[src/rtl/uwire_eeprom_pkg.sv]
// Shared types for the three-wire EEPROM reader.
// Assumes: one read opcode only; its three bits include the start bit.
package uwire_eeprom_pkg;

    typedef enum logic [3:0] {
        E_IDLE, E_CSLO, E_CSHI, E_CLO, E_CHI, E_GAP, E_DHI, E_DLO, E_END
    } eng_state_e;

    typedef enum logic [1:0] {
        I_SIG, I_STA, I_READY
    } init_state_e;

    localparam int unsigned CMD_BITS = 3;
    localparam logic [2:0]  READ_OP  = 3'b110;

endpackage

[src/rtl/uwire_phase_timer.sv]
// Phase timer: pulses tick in the last cycle of each serial phase.
// Assumes: a phase lasts max(div, 2) cycles; counting restarts whenever en is low.
module uwire_phase_timer #(
    parameter int DIV_W = 8
) (
    input  logic             clk,
    input  logic             rst_n,
    input  logic             en,
    input  logic [DIV_W-1:0] div,
    output logic             tick
);
    localparam logic [DIV_W-1:0] MIN_DIV = DIV_W'(2);
    localparam logic [DIV_W-1:0] ONE     = DIV_W'(1);

    logic [DIV_W-1:0] cnt;
    logic [DIV_W-1:0] lim;

    // Effective phase length with the lower clamp applied.
    always_comb lim = (div < MIN_DIV) ? MIN_DIV : div;

    assign tick = en && (cnt >= lim - ONE);

    // Cycle counter within the current phase.
    always_ff @(posedge clk) begin
        if (!rst_n || !en || tick) cnt <= '0;
        else                       cnt <= cnt + ONE;
    end

    // A disabled timer always begins the next phase from zero.
    assert_timer_restart_R4: assert property (@(posedge clk) disable iff (!rst_n)
        !en |=> (cnt == '0));

endmodule

[src/rtl/uwire_read_engine.sv]
// Read engine: runs one complete read access on the three-wire bus.
// Assumes: go is honoured only when idle; ee_di is stable while ee_sk is high.
module uwire_read_engine
    import uwire_eeprom_pkg::*;
#(
    parameter int DIV_W    = 8,
    parameter int WORD_W   = 16,
    parameter int ADDR_W   = 8,
    parameter int NARROW_W = 6
) (
    input  logic              clk,
    input  logic              rst_n,
    input  logic [DIV_W-1:0]  div,
    input  logic              go,
    input  logic [ADDR_W-1:0] addr,
    input  logic              wide,
    output logic              active,
    output logic              done,
    output logic [WORD_W-1:0] word,
    output logic              ee_cs,
    output logic              ee_sk,
    output logic              ee_do,
    input  logic              ee_di
);
    localparam int CMD_W = CMD_BITS + ADDR_W;
    localparam int MAXB  = (CMD_W > WORD_W) ? CMD_W : WORD_W;
    localparam int CNT_W = $clog2(MAXB + 1);

    eng_state_e       st;
    logic [CMD_W-1:0] cmd;
    logic [CNT_W-1:0] cnt;
    logic             tick;
    logic [CMD_W-1:0] cmd_load;
    logic [CNT_W-1:0] bits_load;

    uwire_phase_timer #(.DIV_W(DIV_W)) timer_i (
        .clk  (clk),
        .rst_n(rst_n),
        .en   (st != E_IDLE),
        .div  (div),
        .tick (tick)
    );

    // Opcode plus address, left-aligned, for the chosen width.
    always_comb begin
        if (wide) begin
            cmd_load  = {READ_OP, addr};
            bits_load = CNT_W'(CMD_W);
        end else begin
            cmd_load  = {READ_OP, addr[NARROW_W-1:0], {(ADDR_W-NARROW_W){1'b0}}};
            bits_load = CNT_W'(CMD_BITS + NARROW_W);
        end
    end

    // Phase sequencer: command shift-out, then data shift-in.
    always_ff @(posedge clk) begin
        if (!rst_n) begin
            st   <= E_IDLE;
            cmd  <= '0;
            cnt  <= '0;
            word <= '0;
            done <= 1'b0;
        end else begin
            done <= 1'b0;
            if (st == E_IDLE) begin
                if (go) begin
                    st  <= E_CSLO;
                    cmd <= cmd_load;
                    cnt <= bits_load;
                end
            end else if (tick) begin
                case (st)
                    E_CSLO: st <= E_CSHI;
                    E_CSHI: st <= E_CLO;
                    E_CLO:  st <= E_CHI;
                    E_CHI: begin
                        if (cnt == CNT_W'(1)) begin
                            st <= E_GAP;
                        end else begin
                            cnt <= cnt - CNT_W'(1);
                            cmd <= {cmd[CMD_W-2:0], 1'b0};
                            st  <= E_CLO;
                        end
                    end
                    E_GAP: begin
                        cnt <= CNT_W'(WORD_W);
                        st  <= E_DHI;
                    end
                    E_DHI: begin
                        word <= {word[WORD_W-2:0], ee_di};
                        cnt  <= cnt - CNT_W'(1);
                        st   <= E_DLO;
                    end
                    E_DLO: st <= (cnt == '0) ? E_END : E_DHI;
                    E_END: begin
                        st   <= E_IDLE;
                        done <= 1'b1;
                    end
                    default: st <= E_IDLE;
                endcase
            end
        end
    end

    assign active = (st != E_IDLE);
    assign ee_cs  = !(st == E_IDLE || st == E_CSLO || st == E_END);
    assign ee_sk  = (st == E_CHI) || (st == E_DHI);
    assign ee_do  = ((st == E_CLO) || (st == E_CHI)) && cmd[CMD_W-1];

    // Assertion support: count shift-clock rises in each access.
    logic             sk_q;
    logic [CNT_W:0]   rise_cnt;
    logic [CNT_W:0]   rise_exp;

    // Edge counter, cleared at each accepted start.
    always_ff @(posedge clk) begin
        if (!rst_n) begin
            sk_q     <= 1'b0;
            rise_cnt <= '0;
            rise_exp <= '0;
        end else begin
            sk_q <= ee_sk;
            if (st == E_IDLE && go) begin
                rise_cnt <= '0;
                rise_exp <= (CNT_W+1)'(bits_load) + (CNT_W+1)'(WORD_W);
            end else if (ee_sk && !sk_q) begin
                rise_cnt <= rise_cnt + 1'b1;
            end
        end
    end

    assert_phase_hold_R4: assert property (@(posedge clk) disable iff (!rst_n)
        (st != E_IDLE && !tick) |=> $stable({ee_cs, ee_sk, ee_do}));

    assert_edge_total_R2: assert property (@(posedge clk) disable iff (!rst_n)
        done |-> (rise_cnt == rise_exp));

    assert_done_single_R3: assert property (@(posedge clk) disable iff (!rst_n)
        done |=> !done);

endmodule

[src/rtl/uwire_eeprom_reader.sv]
// Top: self-configuration after reset, then host-driven word reads.
// Assumes: clk_div is held steady during an access; a signature word selects the width.
module uwire_eeprom_reader
    import uwire_eeprom_pkg::*;
#(
    parameter int          DIV_W     = 8,
    parameter int          WORD_W    = 16,
    parameter int          ADDR_W    = 8,
    parameter int          NARROW_W  = 6,
    parameter int          STA_BASE  = 7,
    parameter int          STA_WORDS = 3,
    parameter logic [15:0] SIG_WORD  = 16'h8129
) (
    input  logic                        clk,
    input  logic                        rst_n,
    input  logic [DIV_W-1:0]            clk_div,
    input  logic                        host_start,
    input  logic [ADDR_W-1:0]           host_addr,
    input  logic                        host_wide,
    output logic [WORD_W-1:0]           rd_word,
    output logic                        rd_done,
    output logic                        busy,
    output logic                        init_done,
    output logic                        wide_det,
    output logic [STA_WORDS*WORD_W-1:0] station_addr,
    output logic                        ee_cs,
    output logic                        ee_sk,
    output logic                        ee_do,
    input  logic                        ee_di
);
    localparam int IDX_W = (STA_WORDS > 1) ? $clog2(STA_WORDS) : 1;

    init_state_e        ist;
    logic [IDX_W-1:0]   idx;
    logic               issued;
    logic               wide_q;
    logic [WORD_W-1:0]  sta_q [STA_WORDS];

    logic               eng_go;
    logic [ADDR_W-1:0]  eng_addr;
    logic               eng_wide;
    logic               eng_active;
    logic               eng_done;
    logic [WORD_W-1:0]  eng_word;

    uwire_read_engine #(
        .DIV_W(DIV_W), .WORD_W(WORD_W), .ADDR_W(ADDR_W), .NARROW_W(NARROW_W)
    ) eng_i (
        .clk   (clk),
        .rst_n (rst_n),
        .div   (clk_div),
        .go    (eng_go),
        .addr  (eng_addr),
        .wide  (eng_wide),
        .active(eng_active),
        .done  (eng_done),
        .word  (eng_word),
        .ee_cs (ee_cs),
        .ee_sk (ee_sk),
        .ee_do (ee_do),
        .ee_di (ee_di)
    );

    // Request mux: configuration sequencer first, host once ready.
    always_comb begin
        if (ist == I_READY) begin
            eng_go   = host_start;
            eng_addr = host_addr;
            eng_wide = host_wide;
        end else begin
            eng_go   = !issued && !eng_active;
            eng_addr = (ist == I_SIG) ? '0 : ADDR_W'(STA_BASE) + ADDR_W'(idx);
            eng_wide = (ist == I_SIG) ? 1'b1 : wide_q;
        end
    end

    // Configuration sequencer: signature read, then station address words.
    always_ff @(posedge clk) begin
        if (!rst_n) begin
            ist    <= I_SIG;
            idx    <= '0;
            issued <= 1'b0;
            wide_q <= 1'b0;
            for (int i = 0; i < STA_WORDS; i++) sta_q[i] <= '0;
        end else if (ist != I_READY) begin
            if (eng_go) issued <= 1'b1;
            if (eng_done) begin
                issued <= 1'b0;
                if (ist == I_SIG) begin
                    wide_q <= (eng_word == SIG_WORD);
                    idx    <= '0;
                    ist    <= I_STA;
                end else begin
                    sta_q[idx] <= eng_word;
                    if (idx == IDX_W'(STA_WORDS - 1)) ist <= I_READY;
                    else                              idx <= idx + 1'b1;
                end
            end
        end
    end

    for (genvar g = 0; g < STA_WORDS; g++) begin : g_sta
        assign station_addr[g*WORD_W +: WORD_W] = sta_q[g];
    end

    assign init_done = (ist == I_READY);
    assign busy      = (ist != I_READY) || eng_active;
    assign rd_done   = eng_done && (ist == I_READY);
    assign rd_word   = eng_word;
    assign wide_det  = wide_q;

    assert_ready_sticky_R8: assert property (@(posedge clk) disable iff (!rst_n)
        init_done |=> init_done);

    assert_done_not_busy_R6: assert property (@(posedge clk) disable iff (!rst_n)
        rd_done |-> !busy);

endmodule

[config.mk]
export PLATFORM = sky130hd
export DESIGN_NAME = uwire_eeprom_reader
export DESIGN_NICKNAME = d
export VERILOG_FILES = /design/src/rtl/uwire_eeprom_pkg.sv /design/src/rtl/uwire_phase_timer.sv /design/src/rtl/uwire_read_engine.sv /design/src/rtl/uwire_eeprom_reader.sv
export SDC_FILE = /design/constraint.sdc
export NUM_CORES = 1
export LEC_CHECK = 0
export BUFFER_PORTS_ARGS = -buffer_cell sky130_fd_sc_hd__buf_2
export CAP_MARGIN = 20
export CORE_MARGIN = 3
export CORE_UTILIZATION = 55
export CTS_CLUSTER_DIAMETER = 30
export DETAILED_ROUTE_END_ITERATION = 7
export GPL_TIMING_DRIVEN = 0
export PLACE_DENSITY = 0.87
export SLEW_MARGIN = 20
export SYNTH_ARGS = -nofsm -noshare
export SYNTH_HDL_FRONTEND = slang
export SYNTH_SLANG_ARGS = --single-unit
[constraint.sdc]
create_clock -name clk -period 4.9 [get_ports clk]
set_input_delay 0.735 -clock clk [delete_from_list [all_inputs] [get_ports clk]]
set_output_delay 0.735 -clock clk [all_outputs]
set_load 0.03 [all_outputs]
# After elaboration in Yosys (flattened, before gate mapping)
# Memories as Yosys holds them, arrays and structs flattened.
# Cells that the tools add are included.
[totals]
reg_bits = 51
ramBits = 48
input_bits = 21
out_inout_bits = 71
word_cells = 112
memories = 1
[op_classes]
n_addsub = 5
order_cmp = 2
n_eq_ne = 17
mux = 40
n_bitwise = 3
reduce_logical = 34
[mem_list]
columns = ["name", "words", "word_bits", "read_ports", "rd_clocked_by_memory_dff", "write_ports", "line", "text"]
rows = [
  ["sta_q", 3, 16, 3, 0, 3, "uwire_eeprom_reader.sv:37", "logic [WORD_W-1:0] sta_q [STA_WORDS];"],
]
[op_table]
columns = ["operator", "n"]
rows = [
  ["two-way mux 11 bit", 5],
  ["case mux 4 bit (7 select lines)", 1],
  ["two-way mux 8 bit", 3],
  ["two-way mux 4 bit", 5],
  ["two-way mux 5 bit", 4],
  ["== test 16 bit, second input constant", 1],
  ["== test 4 x 3 -> 1 bit, second input constant", 4],
  ["two-way mux 16 bit", 1],
  ["OR reduction 16 bit", 1],
  ["case mux 5 bit (3 select lines)", 1],
  ["two-way mux 1 bit", 13],
  ["two-way mux 2 bit", 6],
  ["AND reduction 3 bit", 4],
  ["adder 8 x 1 -> 8 bit, second input constant", 1],
  ["== test 4 x 2 -> 1 bit, second input constant", 2],
  [">= comparator 8 bit", 1],
  ["less-than comparator 8 x 2 -> 1 bit, second input constant", 1],
  ["!= test 2 bit, second input constant", 4],
  ["AND reduction 4 bit", 2],
  ["nonzero test 2 bit", 4],
  ["nonzero test 4 bit", 2],
  ["subtractor 8 x 1 -> 8 bit, second input constant", 1],
  ["logical OR 1 bit", 7],
  ["== test 5 x 1 -> 1 bit, second input constant", 1],
  ["other kinds (16)", 26],
]

# Logic depth before layout (Yosys ltp)
[depth]
ltp_word = 8
ltp_mapped = 15
ltp_nobuf = 14

# Modules after synthesis
# Synthesis repeated with hierarchy kept, for this count alone.
[hier_totals]
hier_cells = 458
hier_area_um2 = 4725.8
[by_module_without_submodules]
columns = ["module", "n_inst", "cells_each", "area_per_inst_um2", "seq_area_each_um2"]
rows = [
  ["uwire_eeprom_reader", 1, 170, 2275.9, 1561.5],
  ["uwire_read_engine", 1, 218, 1844.3, 740.7],
  ["uwire_phase_timer", 1, 70, 605.6, 160.2],
]

# Worst setup path after synthesis
# No wires, ideal clock.
[synth_timing]
path_kind = "input-to-reg"
start = "input clk_div[6]"
end = "register eng_i.word[0]"
setup_time_ps = 126
arrival_time_ps = 3550
t_required_ps = 4774
slack_ps = 1223
cell_stages = 14
path_buffers = 1
cell_sequence = "or3_1 > nor3_1 > nand2_1 > nand2_1 > ha_1 > nand2_1 > nor3_1 > xnor2_1 > ha_1 > nand4_1 > o31ai_2 > nand3_2 > buf_2 > mux2i_1"
[synth_between]
elab_chain_cells = 6
[synth_rtl]
columns = ["element", "line", "text"]
rows = [
  ["from (decl)", "uwire_eeprom_reader.sv:16", "input logic [DIV_W-1:0] clk_div,"],
  ["less-than comparator 8 x 2 -> 1 bit", "uwire_phase_timer.sv:19", "always_comb lim = (div < MIN_DIV) ? MIN_DIV : div;"],
  ["two-way mux 8 bit (*)", "uwire_phase_timer.sv:19", ""],
  ["subtractor 8 x 1 -> 8 bit (*)", "uwire_phase_timer.sv:21", "assign tick = en && (cnt >= lim - ONE);"],
  [">= comparator 8 bit (*)", "uwire_phase_timer.sv:21", ""],
  ["logical AND 1 bit (*)", "uwire_phase_timer.sv:21", ""],
  ["AND reduction 3 bit (no line) (*)", "-", ""],
  ["to (signal assigned)", "uwire_read_engine.sv:90", "word <= {word[WORD_W-2:0], ee_di};"],
  ["to (decl)", "uwire_read_engine.sv:19", "output logic [WORD_W-1:0] word,"],
]
# Every way passes the cells marked *; elsewhere a longest branch is shown, timed or not.
# A chain may end at the register's enable or synchronous reset.

# Worst setup path after layout
[layout_timing]
start = "input clk_div[6]"
end = "register eng_i.word[4]"
# Same word-level chain as after synthesis.

==> impl_metrics.py <==
metrics = {
    "layout": {
        "seqCellArea_mm2": 0.002462,
        "diodes": 0,
        "stdcell_count": 661,
        "postLayoutCellArea_mm2": 0.005562,
        "multi_input_area_mm2": 0.002187,
        "layout-drive-gt1-share": 0.2122,
        "area_growth_pct": 15.94,
        "nets": 588,
        "nFillCells": 634,
    },
    "drt": {
        "drc": 0,
        "dr.pass1.iters": 5,
        "drt_iter0_markers": 288,
        "vias": 3900,
        "ant_nets": 0,
        "wire_per_inst_um": 16.78,
        "viasPerCell": 5.900,
        "wl_um": 11090,
    },
    "placed_design": {
        "dpl.hpwl_um": 8308,
        "dp.cells": 645,
        "place_area_mm2": 0.005379,
        "io_buffers": 90,
        "gp_congestion": 0.8781,
    },
    "clock_network": {
        "clk_latency_ps": 370,
        "clkTransAtPathRegs_ps": 100,
        "ctsHoldBuffers": 0,
        "cts_sinks": 99,
        "cts_tree": "yes",
        "cts-buffers-inserted": 9,
        "cts_max_path_buffers": 2,
        "h-tree-depth": 3,
        "cts_resized": 0,
        "cts_setup_buffers": 0,
        "root_buffer": "clkbuf_8",
    },
    "yosys": {
        "synth_area_mm2": 0.004797,
        "syn_nets": 487,
        "synth_top_area_frac": 0.3005,
        "syn_inst": 450,
        "avgSynthCellArea_um2": 10.66,
        "synthArstFlopShare": 0,
        "synth_area_leaders": "edfxtp_1, dfxtp_1, mux2i_1",
        "synth_largest_area_cell": "edfxtp_1",
        "synth_edf_count": 48,
        "ys_seq_area_frac": 0.5133,
        "synth-main-ff-cell": "dfxtp_1",
        "ys_types": 58,
        "yosys_warnings": 0,
        "synth-seq-cells": 99,
    },
    "timing": {
        "fin_skew_ps": 9.529,
        "drv_slew": 0,
        "maxSlewHeadroom": 0.4262,
        "tightest_slew_ps": 853.6,
        "final-hold-violation-count": 0,
        "setup_viol": 0,
        "fin_setup_tns_ps": 0,
        "rsz0062_at_grt": "false",
        "fmax_ghz": 0.2529,
        "fin_crit_ps": 3954,
        "fin_crit_sh": 0.8069,
    },
    "critical_path": {
        "max_stage_delay_ps": 560,
        "crit_buf_inv": 2,
        "reg2regPathDepth": 8,
        "path_class": "in -> reg",
        "r2r_start": "eng_i.timer_i.cnt[0]",
        "worstSetupEndpointType": "flop",
        "path_cells": "buf_2 > or3_1 > nor3_1 > nand2_1 > nand2_1 > ha_1 > nand2_1 > nor3_1 > xnor2_1 > ha_1 > nand4_1 > o31ai_2 > nand3_2 > buf_2 > mux2i_1",
        "path_common_cell": "nand2_1",
        "crit_family": "simple AND/OR/NAND/NOR gates",
        "cp.required_ps": 5190,
        "path_max_fanout": 10,
        "timing.rr.end": "eng_i.word[4]",
        "ff2ff_setup_slack_ps": 2420,
        "startpoint_type": "input port",
        "cp.arrival_ps": 4240,
        "crit_path_top_delay_cell": "o31ai_2",
    },
    "outcome": {
        "status": "finished clean",
    },
    "grt": {
        "grt_pass1_vias": 3807,
        "overflow": 0,
        "grt_use_total": 0.2249,
        "grt_first_pass_wirelength_um": 18060,
        "antenna_found_initial": 0,
        "grt_start_max_net_pins": 19,
    },
    "run": {
        "max-cap-violations": 0,
    },
    "worst_hold_path": {
        "holdPathStages": 2,
        "worstHoldEndpoint": "eng_i.cmd[3]",
        "hp-start": "eng_i.cmd[3]",
        "min_path_type": "reg -> reg",
    },
    "die": {
        "core_area_mm2": 0.008341,
        "rows": 33,
        "die_h_um": 99.39,
        "start_util": 0.5752,
        "dieArea_mm2": 0.009878,
        "die_w_um": 99.39,
        "design.portCount": 92,
    },
    "pwr": {
        "peakVddDrop_v": 0.0002024,
        "p_leak_uw": 0.002535,
        "power_density_mw_per_mm2": 375.1,
    },
}
metrics by stage:
| step | setup WS, ps | utilization | total power, µW | hold slack (ps) |
|---|---|---|---|---|
| 6_report | 946.0 | 0.6668 | 2086 | 467.2 |
| 5_1_grt | 705.0 | 0.6668 | 2188 | 488.0 |
| 4_1_cts | 944.9 | 0.6668 | 2076 | 466.4 |
| 3_5_place_dp | 588.0 | 0.6449 | 1599 | 452.5 |
| 3_3_place_gp | 759.7 | 0.6449 | 1577 | 444.8 |
| 2_1_floorplan | 1223 | - | 1458 | 429.7 |
worst reg2reg max path: stages, from the launching register on:
cell and delay (ps):
dfxtp_1 390, inv_1 60, ha_1 280, nand2b_1 150, a2111oi_2 450, o31ai_2 200
nand3_2 230, buf_2 360, mux2i_1 280
worst max path at each step:
| stage | start | end | slack [ps] | cells past startpoint |
|---|---|---|---|---|
| 2_1_floorplan | clk_div[6] | eng_i.word[0] | 1220 | 14 |
| 3_3_place_gp | clk_div[6] | eng_i.word[0] | 760 | 15 |
| 3_5_place_dp | clk_div[6] | eng_i.word[4] | 590 | 15 |
| 4_1_cts | clk_div[6] | eng_i.word[4] | 940 | 15 |
| 5_1_grt | clk_div[6] | eng_i.word[4] | 710 | 15 |
| 6_report | clk_div[6] | eng_i.word[4] | 950 | 15 |
power breakdown:
part	switching (µW)	leakage, µW	internal, µW
sequential	56.4	0.000871	934
clock	302	0.0000937	193
combinational	363	0.00157	238
total	722	0.00254	1360
cells by family (layout without fill, tap and decap cells):
| group | count (synthesis) | in the layout | share of synthesized area |
|---|---|---|---|
| adder cells (fa/ha/maj) | 16 | 16 | 0.04173 |
| AND/OR/NAND/NOR | 183 | 183 | 0.2003 |
| AO/OA/AOI/OAI | 65 | 65 | 0.1124 |
| XOR/XNOR | 12 | 12 | 0.02191 |
| multiplexers | 38 | 38 | 0.07955 |
| buffers and inverters | 37 | 143 | 0.03078 |
| flip-flops | 99 | 99 | 0.5133 |
registers in the layout, summed over array words and instances (netlist names):
| signal | flops |
|---|---|
| eng_i.cmd | 11 |
| eng_i.cnt | 5 |
| eng_i.done | 1 |
| eng_i.st | 4 |
| eng_i.timer_i.cnt | 8 |
| eng_i.word | 16 |
| idx | 2 |
| issued | 1 |
| ist | 2 |
| sta_q | 48 |
| wide_det | 1 |
per-layer routing:
metal | up-vias | global-route usage | share of wire
li1 | 1860 | - | -
met1 | 1827 | 0.2709 | 0.40
met2 | 182 | 0.4013 | 0.50
met3 | 31 | 0.05400 | 0.080
met4 | 0 | 0.06197 | 0.019
met5 | - | 0 | 0
cells in the final DEF, fill, tap and decap left out, types with 4 or more instances in the layout:
master    instances
a211oi_1          4
a21oi_1          10
and3_1           50
buf_2            91
clkbuf_1         24
clkbuf_8          9
dfxtp_1          51
edfxtp_1         48
ha_1             16
inv_1            10
mux2i_1          37
nand2_1          54
nand2b_1         10
nand3_1           7
nand4_1           4
nor2_1           28
nor3_1            5
o211a_1           4
o211ai_1         10
o21ai_0           4
xnor2_1           7
xor2_1            5
final cells by class:
type / count / area share
Timing Repair Buffer: 90 / 0.08099
Tap cell: 105 / 0.02362
Sequential cell: 99 / 0.4427
Buffer: 27 / 0.01980
Inverter: 10 / 0.006749
Multi-Input combinational cell: 314 / 0.3933
Clock inverter: 7 / 0.01057
Clock buffer: 9 / 0.02227
Yosys cell counts (3+ instances only):
master	instances
edfxtp_1	48
nand4_1	4
o211a_1	4
nor2b_1	3
inv_1	10
nand2b_1	10
nand3b_1	3
clkbuf_1	24
a21oi_1	10
xor2_1	5
nand2_1	54
nor4b_1	3
or3_1	3
ha_1	16
o21ai_0	4
nand3_1	7
nor3_1	5
and3_1	50
o221ai_1	3
dfxtp_1	51
mux2i_1	37
nor4_1	3
a211oi_1	4
nor2_1	28
o211ai_1	10
nor3b_1	3
a22oi_1	3
o21a_1	3
xnor2_1	7
(Power assumes the default switching activity.)
